[config.mk]
export PLATFORM = sky130hd
export DESIGN_NAME = pipe3_seq
export DESIGN_NICKNAME = d
export VERILOG_FILES = /design/src/rtl/pipe3_pkg.sv /design/src/rtl/pipe3_fetch.sv /design/src/rtl/pipe3_decode.sv /design/src/rtl/pipe3_exec.sv /design/src/rtl/pipe3_seq.sv
export SDC_FILE = /design/constraint.sdc
export NUM_CORES = 1
export LEC_CHECK = 0
export CAP_MARGIN = 20
export CELL_PAD_IN_SITES_DETAIL_PLACEMENT = 1
export CELL_PAD_IN_SITES_GLOBAL_PLACEMENT = 2
export CORE_MARGIN = 10
export CORE_UTILIZATION = 35
export CTS_CLUSTER_DIAMETER = 40
export CTS_CLUSTER_SIZE = 24
export DETAILED_ROUTE_END_ITERATION = 6
export DONT_BUFFER_PORTS = 1
export GPL_ROUTABILITY_DRIVEN = 0
export PLACE_DENSITY = 0.68
export SLEW_MARGIN = 20
export SYNTH_ARGS = -nofsm -noshare
export SYNTH_HDL_FRONTEND = slang
export SYNTH_HIERARCHICAL = 1
export SYNTH_SLANG_ARGS = --single-unit
[constraint.sdc]
create_clock -name clk_i -period 4.2 [get_ports clk_i]
set_clock_uncertainty 0.1 [all_clocks]
set_input_delay 0.21 -clock clk_i [delete_from_list [all_inputs] [get_ports clk_i]]
set_output_delay 0.21 -clock clk_i [all_outputs]
set_load 0.05 [all_outputs]
[src/rtl/pipe3_pkg.sv]
package pipe3_pkg;
  localparam int REG_W = 4;

  typedef struct packed {
    logic             store;
    logic             wb_en;
    logic [REG_W-1:0] dst;
  } dec_t;
endpackage

[src/rtl/pipe3_fetch.sv]
module pipe3_fetch #(
  parameter int ADDR_W  = 8,
  parameter int INSTR_W = 16
) (
  input  logic               clk_i,
  input  logic               rst_ni,
  input  logic               stall_i,
  output logic [ADDR_W-1:0]  imem_addr_o,
  output logic               imem_req_o,
  input  logic [INSTR_W-1:0] imem_rdata_i,
  output logic               f_valid_o,
  output logic [INSTR_W-1:0] f_instr_o,
  output logic [ADDR_W-1:0]  f_pc_o
);
  logic [ADDR_W-1:0] pc_q;

  always_ff @(posedge clk_i or negedge rst_ni) begin
    if (!rst_ni) begin
      pc_q      <= '0;
      f_valid_o <= 1'b0;
      f_instr_o <= '0;
      f_pc_o    <= '0;
    end else if (!stall_i) begin
      pc_q      <= pc_q + ADDR_W'(1);
      f_valid_o <= 1'b1;
      f_instr_o <= imem_rdata_i;
      f_pc_o    <= pc_q;
    end
  end

  assign imem_addr_o = pc_q;
  assign imem_req_o  = !stall_i;


  pc_hold_chk: assert property (@(posedge clk_i) disable iff (!rst_ni)
    !imem_req_o |=> imem_addr_o == $past(imem_addr_o));


  pc_step_chk: assert property (@(posedge clk_i) disable iff (!rst_ni)
    imem_req_o |=> imem_addr_o == $past(imem_addr_o) + ADDR_W'(1));
endmodule

[src/rtl/pipe3_decode.sv]
module pipe3_decode
  import pipe3_pkg::*;
#(
  parameter int ADDR_W    = 8,
  parameter int INSTR_W   = 16,
  parameter int STORE_BIT = 15
) (
  input  logic               clk_i,
  input  logic               rst_ni,
  input  logic               stall_i,
  input  logic               f_valid_i,
  input  logic [INSTR_W-1:0] f_instr_i,
  input  logic [ADDR_W-1:0]  f_pc_i,
  output logic               d_valid_o,
  output dec_t               d_ctl_o,
  output logic [ADDR_W-1:0]  d_pc_o
);
  dec_t ctl_d;

  always_comb begin
    ctl_d.store = f_instr_i[STORE_BIT];
    ctl_d.wb_en = !f_instr_i[STORE_BIT];
    ctl_d.dst   = f_instr_i[REG_W-1:0];
  end

  always_ff @(posedge clk_i or negedge rst_ni) begin
    if (!rst_ni) begin
      d_valid_o <= 1'b0;
      d_ctl_o   <= '0;
      d_pc_o    <= '0;
    end else if (!stall_i) begin
      d_valid_o <= f_valid_i;
      d_ctl_o   <= ctl_d;
      d_pc_o    <= f_pc_i;
    end
  end


  fill_order_chk: assert property (@(posedge clk_i) disable iff (!rst_ni)
    d_valid_o |-> f_valid_i);


  dec_hold_chk: assert property (@(posedge clk_i) disable iff (!rst_ni)
    stall_i |=> $stable(d_pc_o));
endmodule

[src/rtl/pipe3_exec.sv]
module pipe3_exec
  import pipe3_pkg::*;
#(
  parameter int ADDR_W    = 8,
  parameter int STORE_CYC = 2
) (
  input  logic              clk_i,
  input  logic              rst_ni,
  input  logic              d_valid_i,
  input  dec_t              d_ctl_i,
  input  logic [ADDR_W-1:0] d_pc_i,
  output logic              stall_o,
  output logic              retire_o,
  output logic [ADDR_W-1:0] retire_pc_o,
  output logic              wb_en_o,
  output logic [REG_W-1:0]  wb_reg_o
);
  localparam int CNT_W = (STORE_CYC > 2) ? $clog2(STORE_CYC) : 1;

  logic              x_valid_q;
  dec_t              x_ctl_q;
  logic [ADDR_W-1:0] x_pc_q;
  logic [CNT_W-1:0]  x_cnt_q;  // extra execute cycles still owed

  always_ff @(posedge clk_i or negedge rst_ni) begin
    if (!rst_ni) begin
      x_valid_q <= 1'b0;
      x_ctl_q   <= '0;
      x_pc_q    <= '0;
      x_cnt_q   <= '0;
    end else if (stall_o) begin
      x_cnt_q <= x_cnt_q - CNT_W'(1);
    end else begin
      x_valid_q <= d_valid_i;
      x_ctl_q   <= d_ctl_i;
      x_pc_q    <= d_pc_i;
      x_cnt_q   <= (d_valid_i && d_ctl_i.store) ? CNT_W'(STORE_CYC - 1) : '0;
    end
  end

  assign stall_o     = x_valid_q && (x_cnt_q != '0);
  assign retire_o    = x_valid_q && (x_cnt_q == '0);
  assign retire_pc_o = x_pc_q;
  assign wb_en_o     = retire_o && x_ctl_q.wb_en;
  assign wb_reg_o    = x_ctl_q.dst;


  store_wait_chk: assert property (@(posedge clk_i) disable iff (!rst_ni)
    (!stall_o && d_valid_i && d_ctl_i.store) |=> !retire_o);


  retire_seq_chk: assert property (@(posedge clk_i) disable iff (!rst_ni)
    (retire_o && $past(retire_o)) |-> retire_pc_o == $past(retire_pc_o) + ADDR_W'(1));


  exec_fill_chk: assert property (@(posedge clk_i) disable iff (!rst_ni)
    x_valid_q |-> d_valid_i);
endmodule

[src/rtl/pipe3_seq.sv]
module pipe3_seq
  import pipe3_pkg::*;
#(
  parameter int ADDR_W    = 8,
  parameter int INSTR_W   = 16,
  parameter int STORE_BIT = 15,
  parameter int STORE_CYC = 2
) (
  input  logic               clk_i,
  input  logic               rst_ni,
  output logic [ADDR_W-1:0]  imem_addr_o,
  output logic               imem_req_o,
  input  logic [INSTR_W-1:0] imem_rdata_i,
  output logic               retire_o,
  output logic [ADDR_W-1:0]  retire_pc_o,
  output logic               wb_en_o,
  output logic [REG_W-1:0]   wb_reg_o
);
  logic               stall;
  logic               f_valid;
  logic [INSTR_W-1:0] f_instr;
  logic [ADDR_W-1:0]  f_pc;
  logic               d_valid;
  dec_t               d_ctl;
  logic [ADDR_W-1:0]  d_pc;

  pipe3_fetch #(.ADDR_W(ADDR_W), .INSTR_W(INSTR_W)) u_fetch (
    .clk_i, .rst_ni, .stall_i(stall),
    .imem_addr_o, .imem_req_o, .imem_rdata_i,
    .f_valid_o(f_valid), .f_instr_o(f_instr), .f_pc_o(f_pc)
  );

  pipe3_decode #(.ADDR_W(ADDR_W), .INSTR_W(INSTR_W), .STORE_BIT(STORE_BIT)) u_decode (
    .clk_i, .rst_ni, .stall_i(stall),
    .f_valid_i(f_valid), .f_instr_i(f_instr), .f_pc_i(f_pc),
    .d_valid_o(d_valid), .d_ctl_o(d_ctl), .d_pc_o(d_pc)
  );

  pipe3_exec #(.ADDR_W(ADDR_W), .STORE_CYC(STORE_CYC)) u_exec (
    .clk_i, .rst_ni,
    .d_valid_i(d_valid), .d_ctl_i(d_ctl), .d_pc_i(d_pc),
    .stall_o(stall), .retire_o, .retire_pc_o, .wb_en_o, .wb_reg_o
  );


  wb_gate_chk: assert property (@(posedge clk_i) disable iff (!rst_ni)
    wb_en_o |-> retire_o);
endmodule

== After elaboration in Yosys (flattened, before gate mapping) ==
Cells that the tools add are included.

* Bits in registers: 63
* Output and inout port bits: 23
* Logic and storage cells: 25

* Add/subtract/negate cells: 2
* Mux-type cells: 2
* Bitwise logic cells: 1
* Reductions and logical operators: 6

{| class="wikitable"
|+ Operator list
! cell !! count
|-
| adder 8 x 1 -> 8 bit (second input constant) || 1
|-
| logical AND 1 bit || 4
|-
| logical NOT 1 bit || 2
|-
| 2-to-1 mux 1 bit || 2
|-
| NOT 1 bit || 1
|-
| subtractor 1 bit (second input constant) || 1
|}

== Logic depth before layout (Yosys ltp) ==
* Depth after elaboration: 3
* Mapped depth: 7

== Hierarchy ==
The synthesis kept the hierarchy.

{| class="wikitable"
|+ By module, submodules not included
! module !! times used !! cells an instance !! area an instance (um2) !! sequential area each (um2)
|-
| pipe3_fetch || 1 || 80 || 1293.7 || 825.8
|-
| pipe3_exec || 1 || 39 || 625.6 || 375.4
|-
| pipe3_decode || 1 || 33 || 603.1 || 375.4
|}

== Least setup slack after synthesis ==
Ideal clock, no wire load.

* Path kind: register to register
* Start: register u_exec.x_cnt_q
* End: register u_fetch.pc_q[2], in the netlist u_fetch/imem_addr_o[2]
* Setup time: 0.145 ns
* Arrival time: 1.475 ns
* Slack: 2.480 ns
* Cell stages (with the launch flop): 8
* Path buffers: 2
* Clock period less this slack: 1.720 ns
* Path through: dfrtp_1 -> nand2_2 -> buf_6 -> inv_1 -> buf_6 -> inv_1 -> nand2_1 -> xnor2_1

* Longest elaborated chain between the ends: 1

{| class="wikitable"
|+ RTL lines
! item !! line !! text
|-
| from (decl) || pipe3_exec.sv:23 || <nowiki>logic [CNT_W-1:0] x_cnt_q;</nowiki>
|-
| from (signal assigned) || pipe3_exec.sv:32 || <nowiki>x_cnt_q <= x_cnt_q - CNT_W'(1);</nowiki>
|-
| from (signal assigned) || pipe3_exec.sv:37 || <nowiki>x_cnt_q <= (d_valid_i && d_ctl_i.store) ? CNT_W'(STORE_CYC - 1) : '0;</nowiki>
|-
| logical AND 1 bit || pipe3_exec.sv:41 || <nowiki>assign stall_o = x_valid_q && (x_cnt_q != '0);</nowiki>
|-
| via stall || pipe3_seq.sv:19 || <nowiki>logic stall;</nowiki>
|-
| to (signal assigned) || pipe3_fetch.sv:24 || <nowiki>pc_q <= pc_q + ADDR_W'(1);</nowiki>
|-
| to (decl) || pipe3_fetch.sv:15 || <nowiki>logic [ADDR_W-1:0] pc_q;</nowiki>
|}

The timed path passes the listed nets, and every way through them passes these cells.
A chain may end at the register's enable or synchronous reset.

== Final worst setup path ==
* Start: register u_exec.x_cnt_q
* End: output port imem_req_o

* Longest elaborated chain between the ends: 2

{| class="wikitable"
|+ RTL lines
! item !! line !! text
|-
| logical AND 1 bit || pipe3_exec.sv:41 ||
|-
| via stall || pipe3_seq.sv:19 ||
|-
| logical NOT 1 bit || -- ||
|-
| to (decl) || pipe3_seq.sv:12 || <nowiki>output logic imem_req_o,</nowiki>
|}

The timed path passes the listed nets, and every way through them passes these cells.

==> results.cfg <==
[outcome]
outcome = complete, no violations

[cells_and_area]
antenna_cells = 0
layout-drive-gt1-share_pct = 39.3
final_area_um2 = 2280
utilization_pct = 38.6
fill_cells = 598
area_delta_synth_final_pct = 7.54
layout.nets = 154
finalNonFillerCells = 210

[critical_path]
cp.required_ps = 3890
cp-end-kind = output port
path_max_fanout = 18
crit_type = reg2out
arrival_ps = 2050
cp-start-kind = register

[placed_design]
dpl-instance-area_um2 = 2120
place_inst = 196
pre_cts_ws_ps = 1850
io_buffers = 0
dpl.hpwl_um = 2310

[routing]
drt_iter0_markers = 44
dr.pass1.iters = 3
totalWireLength_um = 3390
wl_per_cell_um = 16.1
vias_per_cell = 4.57
drtAntennaViolNets = 0
vias = 960
drcViolationCount = 0

[clocking]
h-tree-depth = 2
clock_path_buffers = 2
clock-sinks = 52
clockRootBuffer = clkbuf_8
cts_resized = 0
cts-buffers-inserted = 5
post_cts_buffers = 0
hold_buffers = 7
clock_latency_ps = 290
cts.clk_slew.worst_paths_ps = 80
cts_tree = built

[global_route]
gr-total-overflow = 0
grt_pass1_vias = 1070
grt_usage_pct = 7.45
antenna_found_initial = 0
grt_max_degree = 53
grt_pass1_wl_um = 5800

[pwr]
power_density_nw_per_um2 = 898
p_comb_share_pct = 29.2
p_int_mw = 1.18
peakVddDrop_mv = 0.331
p_leak_nw = 1.03
switching_share_pct = 42.6
p_seq_share_pct = 58.2
power_switching_mw = 0.873
clock_power_share_pct = 12.6
power_mw = 2.05

[flow_run]
drv_cap = 0

[timing]
hold_viol = 0
slew_headroom_pct = 52.9
fin_tns_setup_ps = 0
worstMarginPinSlew_ps = 705
rsz0062_at_grt = false
whs_ps = 342
slew_violations = 0
fmax_mhz = 423
finalSetupViolCount = 0
period_minus_slack_ps = 2360
finalWorstSetupSlack_ps = 1840
period_share_pct = 56.3

[synth]
avgSynthCellArea_um2 = 16.3
syn_inst = 130
ys_warn_count = 6
synthesis.area_um2 = 2120
syn-num-nets = 149

[floorplanning]
die_w_um = 97.9
rows = 28
die-area_um2 = 9580
die_h_um = 97.9
core-area_um2 = 5920
start_util_pct = 35.9
io_pins = 41

[min_path]
holdCritPathClass = in2async
==> flip-flops by register name, indices dropped and copies added, names as in the netlist <==
register,cells
u_exec/x_ctl_q,1
u_decode/d_ctl_o,6
u_exec/x_valid_q,1
u_decode/d_pc_o,8
u_fetch/f_instr_o,5
u_fetch/f_pc_o,8
u_fetch/f_valid_o,1
u_exec/wb_reg_o,4
u_exec/x_cnt_q,1
u_exec/retire_pc_o,8
u_fetch/imem_addr_o,8
u_decode/d_valid_o,1
==> critical path, stage by stage (launching register included) <==
cell and delay (ps):
dfrtp_1 360, nand2_2 300, inv_1 650, inv_1 440
==> metal layers <==
| layer | share of wire, % | global-route usage (%) |
|---|---|---|
| met1 | 43 | 8.43 |
| met2 | 49 | 11.8 |
| met3 | 6.3 | 3.17 |
| met4 | 2.0 | 3.69 |
| met5 | 0 | 0 |
==> cells in the final DEF, fill, tap and decap left out, types with 2 or more instances in the layout <==
cell type      count
xnor2_1            5
mux2_2            26
nand2_1            5
mux2_4            15
inv_1              2
xor2_1             2
dlygate4sd3_1      6
clkbuf_8           5
dfrtp_1           52
nand2b_1           2
==> power by group through the flow <==
stage	combinational [mW]	clock [mW]	sequential (mW)
2_1_floorplan	0.687	0	1.08
3_3_place_gp	0.570	0	1.20
3_5_place_dp	0.591	0	1.22
4_1_cts	0.611	0.275	1.21
5_1_grt	0.651	0.295	1.24
6_report	0.598	0.258	1.19
==> area by class of cell <==
type | count | area (µm²) | share of cell area (%)
sequential | 52 | 1300 | 57.0
multi-input combinational | 66 | 708 | 31.0
inverter | 2 | 7.51 | 0.329
clock inverter | 1 | 5.00 | 0.219
timing repair buffer | 8 | 95.1 | 4.16
tap | 75 | 93.8 | 4.11
clock buffer | 6 | 72.6 | 3.18
==> final timing paths <==
kind	startpoint	slack (ps)	cells after the start	end
worst max-delay path	u_exec/x_cnt_q$_DFF_PN0_	1840	3	imem_req_o
worst min-delay path	rst_ni	340	2	u_fetch/f_instr_o[15]$_DFFE_PN0N_
worst max register to register	u_exec/x_cnt_q$_DFF_PN0_	1920	4	u_fetch/imem_addr_o[1]$_DFFE_PN0N_
worst min register to register	u_fetch/f_valid_o$_DFFE_PN0N_	370	1	u_fetch/f_valid_o$_DFFE_PN0N_
max in group asynchronous	rst_ni	3440	2	u_exec/retire_pc_o[2]$_DFFE_PN0N_
min in group clk_i	u_fetch/f_valid_o$_DFFE_PN0N_	370	1	u_fetch/f_valid_o$_DFFE_PN0N_
No activity file was read; power rests on OpenSTA's default activity.
